<file path="src/rtl/dma_chan_pkg.sv">
package dma_chan_pkg;
    typedef enum logic [1:0] {ST_IDLE, ST_WAIT, ST_RD, ST_WR} phase_e;

    localparam int B_EN      = 0;
    localparam int B_FIN     = 1;
    localparam int B_FIN_IE  = 2;
    localparam int B_BURST   = 3;
    localparam int B_ERR     = 4;
    localparam int B_ERR_IE  = 5;
    localparam int B_SRC_SYS = 6;
    localparam int B_DST_SYS = 7;
    localparam int F_SSTEP   = 8;
    localparam int F_DSTEP   = 12;
    localparam int F_DLINE   = 16;
    localparam int F_WIDTH   = 20;
    localparam int F_SLINE   = 24;

    // configuration bits held in the control word (status and enable kept apart)
    localparam logic [31:0] CFG_MASK = 32'h0F3F_77EC;
endpackage

</file>
<file path="src/rtl/dma_step.sv">
module dma_step #(
    parameter int AW = 32
) (
    input  logic [2:0]    code,
    output logic [AW-1:0] delta
);
    logic [AW-1:0] mag;

    always_comb begin
        case (code[1:0])
            2'd1:    mag = AW'(1);
            2'd2:    mag = AW'(2);
            2'd3:    mag = AW'(4);
            default: mag = '0;
        endcase
        delta = code[2] ? (~mag + AW'(1)) : mag;
    end
endmodule

</file>
<file path="src/rtl/dma_pace.sv">
module dma_pace #(
    parameter int LINE_W = 4,
    localparam int NLINE = 1 << LINE_W
) (
    input  logic [LINE_W-1:0] src_line,
    input  logic [LINE_W-1:0] dst_line,
    input  logic [NLINE-1:0]  preq,
    output logic              go,
    output logic [NLINE-1:0]  mask
);
    always_comb begin
        mask = '0;
        for (int i = 1; i < NLINE; i++) begin
            if (src_line == LINE_W'(i) || dst_line == LINE_W'(i)) mask[i] = 1'b1;
        end
        go = ((src_line == '0) || preq[src_line]) &&
             ((dst_line == '0) || preq[dst_line]);
    end
endmodule

</file>
<file path="src/rtl/dma_chan.sv">
module dma_chan
    import dma_chan_pkg::*;
#(
    parameter int AW        = 32,
    parameter int DW        = 32,
    parameter int CW        = 24,
    parameter int LINE_W    = 4,
    parameter int BURST_LEN = 4,
    localparam int NLINE    = 1 << LINE_W,
    localparam int UW       = $clog2(BURST_LEN)
) (
    input  logic              clk,
    input  logic              rst_n,
    input  logic              reg_we,
    input  logic [1:0]        reg_addr,
    input  logic [31:0]       reg_wdata,
    output logic [31:0]       reg_rdata,
    output logic              mem_req,
    output logic              mem_we,
    output logic [AW-1:0]     mem_addr,
    output logic [DW-1:0]     mem_wdata,
    output logic [1:0]        mem_size,
    output logic              mem_sysbus,
    input  logic [DW-1:0]     mem_rdata,
    input  logic              mem_ready,
    input  logic              mem_err,
    input  logic [NLINE-1:0]  dreq,
    output logic [NLINE-1:0]  dgrant,
    output logic              irq
);
    typedef struct packed {
        phase_e          ph;
        logic [AW-1:0]   src;
        logic [AW-1:0]   dst;
        logic [CW-1:0]   cnt;
        logic [31:0]     cfg;
        logic            fin;
        logic            err;
        logic [UW-1:0]   unit;
        logic [DW-1:0]   hold;
        logic [NLINE-1:0] grant;
    } chan_t;

    chan_t q, n;
    logic [AW-1:0]    src_delta, dst_delta;
    logic             go;
    logic [NLINE-1:0] line_mask;
    logic             fin_set, err_set, fin_keep, err_keep, unit_last;

    dma_step #(.AW(AW)) u_src_step (.code(q.cfg[F_SSTEP +: 3]), .delta(src_delta));
    dma_step #(.AW(AW)) u_dst_step (.code(q.cfg[F_DSTEP +: 3]), .delta(dst_delta));

    dma_pace #(.LINE_W(LINE_W)) u_pace (
        .src_line (q.cfg[F_SLINE +: LINE_W]),
        .dst_line (q.cfg[F_DLINE +: LINE_W]),
        .preq     (dreq),
        .go       (go),
        .mask     (line_mask)
    );

    always_comb begin
        n         = q;
        n.grant   = '0;
        fin_set   = 1'b0;
        err_set   = 1'b0;
        unit_last = !q.cfg[B_BURST] || (q.unit == UW'(BURST_LEN - 1));

        case (q.ph)
            ST_WAIT: if (go) n.ph = ST_RD;
            ST_RD: if (mem_ready) begin
                if (mem_err) begin
                    err_set = 1'b1;
                    n.ph    = ST_IDLE;
                end else begin
                    n.hold = mem_rdata;
                    n.src  = q.src + src_delta;
                    n.ph   = ST_WR;
                end
            end
            ST_WR: if (mem_ready) begin
                if (mem_err) begin
                    err_set = 1'b1;
                    n.ph    = ST_IDLE;
                end else begin
                    n.dst = q.dst + dst_delta;
                    if (unit_last) begin
                        n.grant = line_mask;
                        n.cnt   = q.cnt - CW'(1);
                        n.unit  = '0;
                        if (q.cnt == CW'(1)) begin
                            fin_set = 1'b1;
                            n.ph    = ST_IDLE;
                        end else begin
                            n.ph = ST_WAIT;
                        end
                    end else begin
                        n.unit = q.unit + UW'(1);
                        n.ph   = ST_RD;
                    end
                end
            end
            default: ;
        endcase

        fin_keep = q.fin;
        err_keep = q.err;
        if (reg_we) begin
            case (reg_addr)
                2'd0: if (q.ph == ST_IDLE) n.src = reg_wdata[AW-1:0];
                2'd1: if (q.ph == ST_IDLE) n.dst = reg_wdata[AW-1:0];
                2'd2: if (q.ph == ST_IDLE) n.cnt = reg_wdata[CW-1:0];
                default: begin
                    n.cfg    = reg_wdata & CFG_MASK;
                    fin_keep = q.fin & reg_wdata[B_FIN];
                    err_keep = q.err & reg_wdata[B_ERR];
                    if (!reg_wdata[B_EN]) begin
                        n.ph = ST_IDLE;
                    end else if (q.ph == ST_IDLE) begin
                        n.unit = '0;
                        if (q.cnt == '0) fin_set = 1'b1;
                        else             n.ph    = ST_WAIT;
                    end
                end
            endcase
        end
        n.fin = fin_keep | fin_set;
        n.err = err_keep | err_set;
    end

    always_ff @(posedge clk or negedge rst_n) begin
        if (!rst_n) q <= '0;
        else        q <= n;
    end

    always_comb begin
        case (reg_addr)
            2'd0:    reg_rdata = 32'(q.src);
            2'd1:    reg_rdata = 32'(q.dst);
            2'd2:    reg_rdata = 32'(q.cnt);
            default: reg_rdata = q.cfg | (32'(q.err) << B_ERR) |
                                 (32'(q.fin) << B_FIN) | 32'(q.ph != ST_IDLE);
        endcase
    end

    assign mem_req    = (q.ph == ST_RD) || (q.ph == ST_WR);
    assign mem_we     = (q.ph == ST_WR);
    assign mem_addr   = mem_we ? q.dst : q.src;
    assign mem_wdata  = q.hold;
    assign mem_size   = q.cfg[F_WIDTH +: 2];
    assign mem_sysbus = mem_we ? q.cfg[B_DST_SYS] : q.cfg[B_SRC_SYS];
    assign dgrant     = q.grant;
    assign irq        = (q.fin & q.cfg[B_FIN_IE]) | (q.err & q.cfg[B_ERR_IE]);

    AST_CNT_DOWN_BY_ONE: assert property (@(posedge clk) disable iff (!rst_n)
        ($past(q.ph) != ST_IDLE && q.cnt != $past(q.cnt)) |-> q.cnt == $past(q.cnt) - CW'(1));
    AST_GRANT_AFTER_WRITE: assert property (@(posedge clk) disable iff (!rst_n)
        (|dgrant) |-> $past(mem_req && mem_we && mem_ready && !mem_err));
    AST_WAIT_HOLDS: assert property (@(posedge clk) disable iff (!rst_n)
        (q.ph == ST_WAIT && !go) |=> (q.ph != ST_RD));
    AST_FIN_QUIET: assert property (@(posedge clk) disable iff (!rst_n)
        $rose(q.fin) |-> !mem_req);
    AST_ERR_FROM_BUS: assert property (@(posedge clk) disable iff (!rst_n)
        $rose(q.err) |-> $past(mem_req && mem_ready && mem_err));
endmodule

</file>
<file path="config.mk">
export PLATFORM = sky130hd
export DESIGN_NAME = dma_chan
export DESIGN_NICKNAME = d
export VERILOG_FILES = /design/src/rtl/dma_chan_pkg.sv /design/src/rtl/dma_step.sv /design/src/rtl/dma_pace.sv /design/src/rtl/dma_chan.sv
export SDC_FILE = /design/constraint.sdc
export NUM_CORES = 1
export LEC_CHECK = 0
export ABC_AREA = 1
export BUFFER_PORTS_ARGS = -buffer_cell sky130_fd_sc_hd__buf_2
export CELL_PAD_IN_SITES_DETAIL_PLACEMENT = 0
export CELL_PAD_IN_SITES_GLOBAL_PLACEMENT = 2
export CORE_MARGIN = 4
export CORE_UTILIZATION = 32
export CTS_CLUSTER_DIAMETER = 100
export DETAILED_ROUTE_END_ITERATION = 7
export PLACE_DENSITY_LB_ADDON = 0.1
export SYNTH_ARGS = -nofsm -noshare
export SYNTH_HDL_FRONTEND = slang
export SYNTH_HIERARCHICAL = 1
export SYNTH_SLANG_ARGS = --single-unit
</file>
<file path="constraint.sdc">
create_clock -name clk -period 4.3 [get_ports clk]
set_input_delay 0.645 -clock clk [delete_from_list [all_inputs] [get_ports clk]]
set_output_delay 0.645 -clock clk [all_outputs]
set_load 0.05 [all_outputs]
</file>
Word-level counts from Yosys, hierarchy flattened

Cells that the tools add are included.

Add/subtract/negate cells: 6
$mul: 0
Div/mod/pow operators: 0
Order comparisons: 2
Equality and inequality tests: 43
Shift operators: 0
Multiplexer cells: 81
Bitwise operators: 14
Reduce and logical (&&, ||, !) cells: 31

Operator list:

| cell                    | count |
|---|---|
| $mux W32                | 9 |
| $mux W56                | 3 |
| $mux W122               | 1 |
| $pmux W32 S3            | 1 |
| $mux W24                | 3 |
| $add A32 B1 Y32 const B | 2 |
| $add A32 B32 Y32        | 2 |
| $eq A4 B4 Y1 const B    | 16 |
| $mux W16                | 4 |
| $not A3 Y32             | 2 |
| $mux W1                 | 36 |
| $mux W2                 | 17 |
| $mux W34                | 1 |
| $eq A4 B3 Y1 const B    | 8 |
| $mux W28                | 1 |
| $or A28 B1 Y28          | 1 |
| $or A28 B2 Y28          | 1 |
| $or A28 B5 Y28          | 1 |
| $eq A24 B1 Y1 const B   | 1 |
| $logic_not A24 Y1       | 1 |
| $sub A24 B1 Y24 const B | 1 |
| $logic_or A1 B1 Y1      | 19 |
| $pmux W3 S3             | 2 |
| $eq A2 B2 Y1 const B    | 8 |
| 19 further kinds        | 36 |

Flip-flop bits (word level): 163
Bits in latches: 0
RAM bits: 0
ROM bits: 0
Input bits: 87
Output and inout port bits: 118
Logic and storage cells: 187
Memories: 0

Longest topological paths before layout

Depth in word-level cells: 14
Gate-level depth with buffers: 20
Gate-level depth less buffers: 20

Hierarchy

The synthesis kept the hierarchy.

By module, submodules not included:

| module   | instances | cells each | area each (um^2) | sequential area each (um^2) |
|---|---|---|---|---|
| dma_chan | 1         | 1936       | 12772.2          | 4078.9 |
| dma_step | 2         | 44         | 314.1            | 0.0 |
| dma_pace | 1         | 126        | 540.5            | 0.0 |

Worst setup path before layout

No wires, ideal clock.

Kind: register to register
From: register q[60] (netlist name)
To: register q[160] (netlist name)
Library setup time: 121 ps
Arrival: 3093 ps
Data required time: 4179 ps
Slack: 1086 ps
Stages on the path, launching flop included: 17
Path buffers: 1
Period minus slack after synthesis: 3214 ps
Path through: dfrtp_1 inv_1 ha_1 nor2_1 buf_4 ha_1 a21oi_1 nor2_1 nor2_1 nand2_1 nand2_1 nand2_1 nand2_1 nand2_1 xor2_1 o21bai_1 nand2_1

RTL lines:

| element                | RTL line        | text |
|---|---|---|
| start, declared        | dma_chan.sv:44  | `chan_t q, n;` |
| start signal, assigned | dma_chan.sv:132 | `else q <= n;` |

==> flow_summary.ini <==
[route]
drt_iter0_drc = 999
drtAntennaViolNets = 0
detail_route.drc_violations = 0
drt-wirelength-per-cell_um = 20.1
route.final.wire_length_um = 56800
drt-pass1-iter-count = 6
via_per_inst = 4.96
route.vias.total = 14000

[floorplanning]
dieArea_um2 = 47000
top_level_ports = 205
die_height_um = 217
fp-row-count = 76
die_w_um = 217
effective_utilization_at_floorplan_pct = 32.4
core_area_um2 = 43100

[layout]
num-nets-final = 2390
final-instance-count-excl-fill = 2825
filler_cells_inserted = 4837
multi_input_area_um2 = 7930
area_delta_synth_final_pct = 10.0
seq_area_um2 = 4080
post_route_cells_drive_above_1_share_pct = 13.1

[placed_design]
numPortBuffers = 203
place.gp.congestion = 0.945
post-place-cells = 2791
post-dp-hpwl_um = 45600

[logic_synthesis]
share_of_synthesized_area_occupied_by_flip_flops_and_latches_pct = 29.3
synthesized_area_um2 = 13900
synth_seq_cells = 163
count_of_flip_flops_with_a_built_in_enable_after_synthesis = 0
yosys.cell_count.top_type = sky130_fd_sc_hd__nand2_1
synth_top_cells_by_area = sky130_fd_sc_hd__dfrtp_1 (29%), sky130_fd_sc_hd__nand2_1 (19%), sky130_fd_sc_hd__ha_1 (6.8%)
post-synth-top-area-cell = sky130_fd_sc_hd__dfrtp_1
synth_async_sr_flop_share_pct = 100
synthDistinctLibCells = 52
post-synth-top-area-fraction_pct = 29.3
yosys_most_used_dff = sky130_fd_sc_hd__dfrtp_1
synth_nets = 2315
yosys-top-cells-count = sky130_fd_sc_hd__nand2_1 (707), sky130_fd_sc_hd__inv_1 (219), sky130_fd_sc_hd__nor2_1 (211), sky130_fd_sc_hd__dfrtp_1 (163), sky130_fd_sc_hd__o21ai_0 (141)
syn_avg_cell_area_um2 = 6.48
ys.warnings.count = 6
synth_cells = 2150

[cts]
htreeDepth = 4
max-clock-path-buffers = 2
cts.clk_slew.worst_paths_ns = 0.07
clock_tree.root_cell = sky130_fd_sc_hd__clkbuf_16
cts-buffers-inserted = 17
ctsHoldBuffers = 0
post-cts-setup-buffer-count = 0
cts_tree = built
cts_resized = 0
clk_latency_ns = 0.46
clock-sinks = 163

[setup_path]
critPathSlowestCell = sky130_fd_sc_hd__nor2_2
worstSetupStartpointType = flop
max_stage_delay_ns = 0.54
cp.required_ns = 4.68
worst_path_dominant_cell_family = simple AND/OR/NAND/NOR gates
critPathMaxFanout = 17
critPathKind = reg2reg
critical_path_arrival_ns = 3.78
crit-reg2reg-launch = q[64]
setup.worst_path.start = q[64]
crit_path_end_kind = flop
cpMostUsedCell = sky130_fd_sc_hd__a21oi_1
path_buf_inv = 2
critical_path.cell_chain = inv_1 > ha_1 > nor2_2 > buf_4 > ha_1 > a21oi_1 > o21ai_0 > a21oi_1 > nor2_1 > nor2_1 > nand2_1 > nand2_1 > nand3_1 > a21oi_1

[pwr]
worst_ir_drop_vdd_v = 0.000317
static-leakage-power_nw = 8.14
p_per_area_nw_per_um2 = 735

[timing]
rsz0062_at_grt = no
timing.final.max_slew_violations = 0
period_minus_slack_ns = 3.40
setup_violations = 0
timing.max_slew.rel_slack_pct = 34.5
final_hold_viol_count = 0
skew_ns = 0.0129
least_margin_pin_slew_ns = 0.983
max_freq_mhz = 294
final.setup.tns_ns = 0
post-route-period-util_pct = 79.1

[global_routing]
pin_count_of_the_biggest_net_entering_global_routing = 90
globalRouteTotalUtil_pct = 24.0
antenna_found_initial = 4
globalRouteOverflowTotal = 0
first_global_vias = 13700
grt_first_pass_wirelength_um = 85700

[run]
maxCapViolations = 0

[min_path]
min-delay-path-class = in2async

[run_status]
status = completed
-- per-stage QoR --
step	setup slack [ns]	cell area, um2	util [%]	total power [W]	hold slack (ns)
final	0.897	15300	35.6	0.0113	0.250
after global routing	0.536	15300	35.6	0.0122	0.311
after CTS	0.832	15300	35.6	0.0113	0.314
after detailed placement	0.866	14800	34.3	0.00979	0.460
after global placement	0.868	14800	34.3	0.00978	0.457
after floorplan	1.09	13900	-	0.00791	0.349
-- power breakdown --
group,total [W],switching [W],internal [W]
combinational,0.00695,0.00507,0.00188
sequential,0.00285,0.000735,0.00212
clock,0.00147,0.000677,0.000797
total,0.0113,0.00648,0.00479
-- flip-flops by register name, indices dropped and copies added (netlist names) --
| register | count |
|---|---|
| dgrant | 16 |
| mem_size | 2 |
| mem_wdata | 32 |
| q | 113 |
-- logic make-up after synthesis --
group / Yosys count / share of synthesized area (%)
AND/OR/NAND/NOR: 1072 / 31.3
buffers and inverters: 403 / 13.9
AO/OA/AOI/OAI: 395 / 16.0
flip-flops: 163 / 29.3
adder cells (fa/ha/maj): 78 / 7.11
XOR/XNOR: 37 / 2.32
other: 1 / 0.0269
multiplexers: 1 / 0.0718
-- layout make-up --
cell class | count | share of cell area (%)
Clock inverter | 11 | 0.587
Timing Repair Buffer | 219 | 7.53
Tap cell | 585 | 4.77
Inverter | 240 | 5.88
Multi-Input combinational cell | 1584 | 51.7
Sequential cell | 163 | 26.6
Clock buffer | 19 | 2.89
Antenna cell | 4 | 0.0653
-- routing by layer --
metal | vias up | wire length [um] | GRT usage [%]
met5 | - | 0 | 0
met4 | 0 | 1380 | 7.66
li1 | 7008 | - | -
met2 | 305 | 26400 | 39.1
met3 | 57 | 2110 | 2.30
met1 | 6638 | 26900 | 33.6
-- cells in the final DEF (no fill, tap or decap), types with 4 or more instances in the layout --
cell                         netlist  routed
sky130_fd_sc_hd__a21oi_1         128     128
sky130_fd_sc_hd__a22oi_1           5       5
sky130_fd_sc_hd__clkinv_2          1       7
sky130_fd_sc_hd__a21o_1           12      12
sky130_fd_sc_hd__ha_1             76      76
sky130_fd_sc_hd__clkbuf_16         0      17
sky130_fd_sc_hd__o21bai_1         14      14
sky130_fd_sc_hd__xnor2_1          11      11
sky130_fd_sc_hd__o2111ai_1        14      14
sky130_fd_sc_hd__nor2_1          211     208
sky130_fd_sc_hd__o22ai_1          46      46
sky130_fd_sc_hd__nor2_4            8       8
sky130_fd_sc_hd__nand2_1         707     706
sky130_fd_sc_hd__diode_2           0       4
sky130_fd_sc_hd__xor2_1           26      26
sky130_fd_sc_hd__nand3_1          82      82
sky130_fd_sc_hd__dfrtp_1         163     163
sky130_fd_sc_hd__nand2_2           3       4
sky130_fd_sc_hd__o211ai_1          7       7
sky130_fd_sc_hd__nor3_1           19      19
sky130_fd_sc_hd__nand4_1          16      16
sky130_fd_sc_hd__nor2_2            5       8
sky130_fd_sc_hd__nand3b_1          8       8
sky130_fd_sc_hd__o21ai_0         141     141
sky130_fd_sc_hd__o21ai_1          13      13
sky130_fd_sc_hd__clkinvlp_4        0       4
sky130_fd_sc_hd__buf_4           109      15
sky130_fd_sc_hd__inv_1           219     218
sky130_fd_sc_hd__buf_2            11     202
sky130_fd_sc_hd__inv_2            18      19
sky130_fd_sc_hd__o21a_1            4       4
-- worst paths after layout --
path | slack [ns] | cells past startpoint | end
worst max-delay path | 0.90 | 14 | q[138]
worst min register to register | 0.47 | 2 | mem_wdata[28]
worst min-delay path | 0.25 | 1 | mem_wdata[1]
worst max register to register | 0.90 | 14 | q[138]
min in group clk | 0.38 | 3 | mem_wdata[10]
max in group asynchronous | 2.99 | 2 | dgrant[9]
(Power assumes the default switching activity.)
